### src/rtl/blk_xfer_pkg.sv
// Shared types for the block transfer sequencer.
// Assumes: mode encoding bit 1 selects the decrementing walks.
package blk_xfer_pkg;

    typedef enum logic [1:0] {
        WALK_INC_AFTER  = 2'd0,
        WALK_INC_BEFORE = 2'd1,
        WALK_DEC_AFTER  = 2'd2,
        WALK_DEC_BEFORE = 2'd3
    } walk_mode_e;

    typedef enum logic [1:0] {
        SEQ_IDLE   = 2'd0,
        SEQ_RUN    = 2'd1,
        SEQ_FINISH = 2'd2
    } seq_state_e;

endpackage

### src/rtl/xfer_popcount.sv
// Counts the set bits of a mask through a chain of partial sums.
// Assumes: CNT_W is wide enough for N.
module xfer_popcount #(
    parameter int N     = 16,
    parameter int CNT_W = $clog2(N + 1)
) (
    input  logic [N-1:0]     bits_i,
    output logic [CNT_W-1:0] count_o
);
    logic [CNT_W-1:0] partial [N+1];

    assign partial[0] = '0;

    // One adder stage per mask bit
    for (genvar g = 0; g < N; g++) begin : g_sum
        assign partial[g+1] = partial[g] + CNT_W'(bits_i[g]);
    end

    assign count_o = partial[N];
endmodule

### src/rtl/xfer_addr_plan.sv
// Computes the first word address and the written-back base from
// base, bit count and walk mode.
// Assumes: WORD_BYTES is a power of two.
module xfer_addr_plan
    import blk_xfer_pkg::*;
#(
    parameter int ADDR_W     = 32,
    parameter int CNT_W      = 5,
    parameter int WORD_BYTES = 4
) (
    input  logic [ADDR_W-1:0] base_i,
    input  logic [CNT_W-1:0]  count_i,
    input  walk_mode_e        mode_i,
    output logic [ADDR_W-1:0] first_addr_o,
    output logic [ADDR_W-1:0] wb_value_o
);
    localparam int SHIFT = $clog2(WORD_BYTES);
    localparam logic [ADDR_W-1:0] STEP = ADDR_W'(WORD_BYTES);

    logic [ADDR_W-1:0] span;

    // Byte span covered by the whole transfer
    assign span = {{(ADDR_W-CNT_W){1'b0}}, count_i} << SHIFT;

    // Pick the starting address for each walk mode
    always_comb begin
        case (mode_i)
            WALK_INC_AFTER:  first_addr_o = base_i;
            WALK_INC_BEFORE: first_addr_o = base_i + STEP;
            WALK_DEC_AFTER:  first_addr_o = base_i - span + STEP;
            default:         first_addr_o = base_i - span;
        endcase
    end

    // Written-back base moves by the span in the walk direction
    assign wb_value_o = mode_i[1] ? (base_i - span) : (base_i + span);
endmodule

### src/rtl/xfer_pick_lowest.sv
// Finds the lowest pending register, the mask with it removed, and
// whether it is the final one.
// Assumes: idx_o is meaningful only when pend_i is non-zero.
module xfer_pick_lowest #(
    parameter int N     = 16,
    parameter int IDX_W = $clog2(N)
) (
    input  logic [N-1:0]     pend_i,
    output logic [IDX_W-1:0] idx_o,
    output logic [N-1:0]     rest_o,
    output logic             last_o
);
    // Priority scan toward the lowest set bit
    always_comb begin
        idx_o = '0;
        for (int i = N - 1; i >= 0; i--) begin
            if (pend_i[i]) idx_o = IDX_W'(i);
        end
    end

    assign rest_o = pend_i & (pend_i - N'(1));
    assign last_o = (pend_i != '0) && (rest_o == '0);
endmodule

### src/rtl/blk_xfer_seq.sv
// Block transfer sequencer: accepts a start when idle, issues one
// word request per set mask bit over valid/ready, then pulses done
// with the write-back value and side-effect flags.
// Assumes: synchronous active-low reset; the top mask bit is the
// program counter.
module blk_xfer_seq
    import blk_xfer_pkg::*;
#(
    parameter int ADDR_W     = 32,
    parameter int NREG       = 16,
    parameter int WORD_BYTES = 4,
    localparam int IDX_W     = $clog2(NREG),
    localparam int CNT_W     = $clog2(NREG + 1)
) (
    input  logic              clk,
    input  logic              rst_n,
    input  logic              start_i,
    input  logic [ADDR_W-1:0] base_i,
    input  logic [NREG-1:0]   list_i,
    input  logic [1:0]        mode_i,
    input  logic              wback_i,
    input  logic              load_i,
    input  logic              sbit_i,
    output logic              busy_o,
    output logic              req_valid_o,
    input  logic              req_ready_i,
    output logic [ADDR_W-1:0] req_addr_o,
    output logic [IDX_W-1:0]  req_idx_o,
    output logic              req_load_o,
    output logic              done_o,
    output logic              wb_en_o,
    output logic [ADDR_W-1:0] wb_value_o,
    output logic              pc_load_o,
    output logic              psr_restore_o,
    output logic              user_bank_o
);
    localparam int PC_IDX = NREG - 1;
    localparam logic [ADDR_W-1:0] STEP = ADDR_W'(WORD_BYTES);

    seq_state_e        state_q;
    logic [NREG-1:0]   pend_q;
    logic [ADDR_W-1:0] addr_q;
    logic [ADDR_W-1:0] wb_val_q;
    logic              load_q, wb_en_q, pc_q, psr_q, user_q;

    logic [CNT_W-1:0]  list_cnt;
    logic [ADDR_W-1:0] plan_first, plan_wb;
    logic [IDX_W-1:0]  pick_idx;
    logic [NREG-1:0]   pick_rest;
    logic              pick_last;
    logic              pc_in_list;

    xfer_popcount #(.N(NREG), .CNT_W(CNT_W)) u_count (
        .bits_i  (list_i),
        .count_o (list_cnt)
    );

    xfer_addr_plan #(.ADDR_W(ADDR_W), .CNT_W(CNT_W), .WORD_BYTES(WORD_BYTES)) u_plan (
        .base_i       (base_i),
        .count_i      (list_cnt),
        .mode_i       (walk_mode_e'(mode_i)),
        .first_addr_o (plan_first),
        .wb_value_o   (plan_wb)
    );

    xfer_pick_lowest #(.N(NREG), .IDX_W(IDX_W)) u_pick (
        .pend_i (pend_q),
        .idx_o  (pick_idx),
        .rest_o (pick_rest),
        .last_o (pick_last)
    );

    assign pc_in_list = list_i[PC_IDX];

    // Sequence control: capture on start, step on handshake, pulse done
    always_ff @(posedge clk) begin
        if (!rst_n) begin
            state_q  <= SEQ_IDLE;
            pend_q   <= '0;
            addr_q   <= '0;
            wb_val_q <= '0;
            load_q   <= 1'b0;
            wb_en_q  <= 1'b0;
            pc_q     <= 1'b0;
            psr_q    <= 1'b0;
            user_q   <= 1'b0;
        end else begin
            case (state_q)
                SEQ_IDLE: begin
                    if (start_i) begin
                        pend_q   <= list_i;
                        addr_q   <= plan_first;
                        wb_val_q <= plan_wb;
                        load_q   <= load_i;
                        wb_en_q  <= wback_i;
                        pc_q     <= load_i && pc_in_list;
                        psr_q    <= load_i && pc_in_list && sbit_i;
                        user_q   <= sbit_i && !(load_i && pc_in_list);
                        state_q  <= (list_i == '0) ? SEQ_FINISH : SEQ_RUN;
                    end
                end
                SEQ_RUN: begin
                    if (req_ready_i) begin
                        pend_q <= pick_rest;
                        addr_q <= addr_q + STEP;
                        if (pick_last) state_q <= SEQ_FINISH;
                    end
                end
                default: state_q <= SEQ_IDLE;
            endcase
        end
    end

    // Request port and completion outputs from the state
    assign busy_o        = (state_q != SEQ_IDLE);
    assign req_valid_o   = (state_q == SEQ_RUN);
    assign req_addr_o    = addr_q;
    assign req_idx_o     = pick_idx;
    assign req_load_o    = req_valid_o && load_q;
    assign done_o        = (state_q == SEQ_FINISH);
    assign wb_en_o       = done_o && wb_en_q;
    assign wb_value_o    = done_o ? wb_val_q : '0;
    assign pc_load_o     = done_o && pc_q;
    assign psr_restore_o = done_o && psr_q;
    assign user_bank_o   = done_o && user_q;
endmodule

### config.mk
export PLATFORM = sky130hd
export DESIGN_NAME = blk_xfer_seq
export DESIGN_NICKNAME = d
export VERILOG_FILES = /design/src/rtl/blk_xfer_pkg.sv /design/src/rtl/xfer_popcount.sv /design/src/rtl/xfer_addr_plan.sv /design/src/rtl/xfer_pick_lowest.sv /design/src/rtl/blk_xfer_seq.sv
export SDC_FILE = /design/constraint.sdc
export NUM_CORES = 1
export LEC_CHECK = 0
export BUFFER_PORTS_ARGS = -buffer_cell sky130_fd_sc_hd__buf_2
export CAP_MARGIN = 20
export CORE_MARGIN = 2
export CORE_UTILIZATION = 56
export CTS_CLUSTER_DIAMETER = 150
export DETAILED_ROUTE_END_ITERATION = 7
export GPL_TIMING_DRIVEN = 1
export PLACE_DENSITY = 0.79
export SLEW_MARGIN = 20
export SYNTH_ARGS = -nofsm -noshare
export SYNTH_HDL_FRONTEND = slang
export SYNTH_SLANG_ARGS = --single-unit
### constraint.sdc
create_clock -name clk -period 8.7 [get_ports clk]
set_input_delay 0.435 -clock clk [delete_from_list [all_inputs] [get_ports clk]]
set_output_delay 0.435 -clock clk [all_outputs]
set_load 0.01 [all_outputs]
==> results.md <==
- Largest net degree at the start of global routing: 71
- Metal2 WL: 13.3 mm
- RSZ-0062 raised after global routing: false
- CP max-delay cell: a2111oi_4
- Routed Antenna Nets: 0
- Clock-pin slew on the worst setup and hold paths: ~60 ps
- Met3 WL: 3.72 mm
- CTS tree: built
- CP arrival: 7840 ps
- Core Region: around 16,000 µm²
- Fin. Hold Viols: 0
- Drt initial violations: 1,326
- Vias: between 10,000 and 15,000
- DRC Markers: 0
- CTS Buffer Depth: 2
- Post-synth EDFFs: 0
- Synthesized netlist cell count: about 1,300
- Flops & latches, synth: just under 90
- Max Cap Viol: 0
- GR Overflow Total: 0
- Chip height: 130 µm
- Crit path top cell by count: fa_1
- Finish-stage setup viols: 0
- Post-synth top area share: roughly 20%
- Final period util: between 80% and 90%
- H-tree Lvls: 3
- Initial antenna violation count: 2
- Synth top cells by count: nand2_1 (170), a21oi_1 (112), nor2_1 (106), o21ai_0 (91), dfxtp_1 (87)
- Post-CTS resize count: 0
- Worst-Margin Slew: 1190 ps
- Dominant cell type by area after synthesis: dfxtp_1
- Synthesized area: slightly below 9000 µm²
- Crit path to: req_addr_o[26]
- Switch Pwr: about 990 µW
- FMAX: 132 MHz
- Nets: around 1,500
- Share of cells above drive strength 1: 13.7%
- Port Buffers: between 100 and 150
- Warnings from Yosys: 0
- Clock latency on the worst-skew pair: 350 ps
- Crit path launch: list_i[2]
- Area delta synth->final: 10.1%
- FF-to-FF Start: state_q[0]
- Peak supply drop: approximately 0.00017 V
- Top-count cell post-synth: nand2_1
- First-pass GRT wire length: 48.9 mm
- Internal power: around 1100 µW
- Avg WL per Cell: 20.2 µm
- Die Width: around 130 µm
- Rows: between 40 and 50
- Core Util, Final: between 60% and 70%
- Pins Over Slew Limit: 0
- Post-CTS Setup Bufs: 0
- R2R depth: 6
- GP Congestion: 1.02
- Min Hold Slack: 320 ps
- Crit. End Element: register
- Tmin final: 7600 ps
- Logic gate share of total power: 56.3%
- Syn nets: around 1,400
- Setup CP Type: input port to register
- Peak fanout along the critical path: 21
- # IOs: 133
- Synth Flop Type: dfxtp_1
- Seq/Total Area, Yosys: slightly below 20%
- Pwr Total: between 2000 and 2500 µW
- Ys async rst share: 0%
- # fillers: 1,517
- Setup TNS: 0 ps
- Post-synth cell types: slightly above 80
- Top Metal Used: met5
- Slew HR: 20.3%
- Total wire length: 31.9 mm
- Via density per instance: around 6.6
- Initial core utilization: a little under three fifths
- Root buf cell: clkbuf_16
- DRT met1 WL: about 14 mm
- Num CTS Buffers: 9
- Clock power share: a little under a fifth
- CP startpoint kind: input port
- Worst Hold Class: input port to register
- Number of global-route vias before repair: approximately 8,800
- Cts hold-fix bufs: 0
- Hpwl dp: around 23 mm
- Ant. Diodes: 0
- Switching part of the total power: a little under half
- DR pass1 iterations: 6
- Lkg Pwr: 0.00381 µW
- Total track usage: ~37%
- Reg power frac: 25.5%
- Required time of the critical path: around 9000 ps
- Synth area leaders: dfxtp_1 (20%), nand2_1 (7.2%), a21oi_1 (6.3%), o21ai_0 (5.1%), xnor2_1 (4.9%)
- RR Endpoint: req_addr_o[10]
- Flop-to-flop setup slack: 5300 ps
- CP peak stage delay: 880 ps
- Critical Path, Cell by Cell: buf_2 > inv_1 > fa_1 > fa_1 > fa_1 > fa_1 > fa_1 > fa_1 > inv_1 > ha_1 > or2_2 > a2111oi_4 > o21ai_0 > a222oi_1 > nand3_1 > nor4_4 > or4b_1 > xor2_1 > a22o_1
- Sink Count: a little under 90
- DIE AREA: 16,900 µm²
- PwrDens: between 200 and 250 nW/µm²
- Avg Cell Area, Syn: around 7 µm²
- Layout Skew: around 4.8 ps
- Status: complete, no violations
[cell usage in the layout, fill, tap and decap left out, drive strengths merged, types with 9 or more instances in the layout]
cell | netlist | routed
nor4 | 28 | 28
o211ai | 12 | 12
o221ai | 16 | 16
fa | 12 | 12
or4 | 18 | 18
xor2 | 24 | 24
o21ai | 93 | 93
a22oi | 10 | 10
nand3 | 49 | 49
nand2 | 170 | 170
inv | 50 | 51
nand4 | 25 | 25
nor2b | 10 | 10
or3 | 16 | 16
o31ai | 17 | 17
or2 | 9 | 9
dfxtp | 87 | 87
nand2b | 9 | 9
buf | 18 | 143
a21oi | 112 | 112
nor2 | 107 | 107
a31oi | 22 | 22
and2 | 44 | 44
and3 | 16 | 16
a211oi | 16 | 16
nor3 | 46 | 46
xnor2 | 50 | 50
ha | 22 | 22
clkbuf | 82 | 14
[power by group through the flow]
stage	logic [µW]	registers, µW	clock network [µW]
3_5_place_dp	1140	537	0
2_1_floorplan	845	522	0
4_1_cts	1140	528	381
5_1_grt	1280	541	395
3_3_place_gp	1120	535	0
6_report	1170	531	379
[sequential cells by signal, summed over array words and instances, names as in the netlist]
name	cells
req_addr_o	32
pc_q	1
wb_val_q	32
state_q	2
user_q	1
wb_en_q	1
psr_q	1
pend_q	16
load_q	1
[critical path: cells and delay by family]
family                     cells  cell delay, ps
AOI/OAI and AO/OA              4            2020
and+or+nand+nor                4            1670
buffers and inverters          3             260
xor gates and xnor gates       1             150
adders and majority gates      7            3320
[per-stage QoR]
stage	setup slack [ps]	area [µm²]	std cells
2_1_floorplan	1930	8910	1305
3_3_place_gp	1010	9520	1564
3_5_place_dp	792	9530	1564
4_1_cts	1160	9810	1580
5_1_grt	542	9810	1580
6_report	1100	9810	1580
[area by class of cell]
cell class / count / area, µm² / share of cell area, %
clock buffers: 14 / 264 / 2.69
clock inverters: 2 / 15.0 / 0.153
inverters: 53 / 199 / 2.03
multi-input cells: 1065 / 6570 / 67.0
flip-flops and latches: 87 / 1740 / 17.8
well taps: 216 / 270 / 2.76
repair buffers: 143 / 743 / 7.58
[metal layers]
metal | up-vias | GRT usage, %
met2 | 659 | 53.6
li1 | 4824 | -
met1 | 4858 | 53.2
met5 | - | 0
met4 | 4 | 15.4
met3 | 94 | 7.34
[how the worst min path moves through the flow]
stage | to | start | slack (ps) | cells after the start
finish | wb_en_q | wback_i | 320 | 3
global route | wb_en_q | wback_i | 330 | 3
CTS | wb_en_q | wback_i | 320 | 3
detailed placement | wb_val_q[20] | wb_val_q[20] | 440 | 2
global placement | wb_val_q[8] | wb_val_q[8] | 430 | 2
floorplan | wb_val_q[10] | wb_val_q[10] | 430 | 2
[cells by family after synthesis]
family | after synthesis | synth area share, %
AND/OR/NAND/NOR | 574 | 32.8
AO/OA/AOI/OAI | 373 | 26.6
buffers and inverters | 153 | 6.84
flip-flops | 87 | 19.6
XOR/XNOR | 74 | 7.28
adder cells (fa/ha/maj) | 37 | 6.12
multiplexers | 7 | 0.801
No activity file was read; power rests on OpenSTA's default activity.
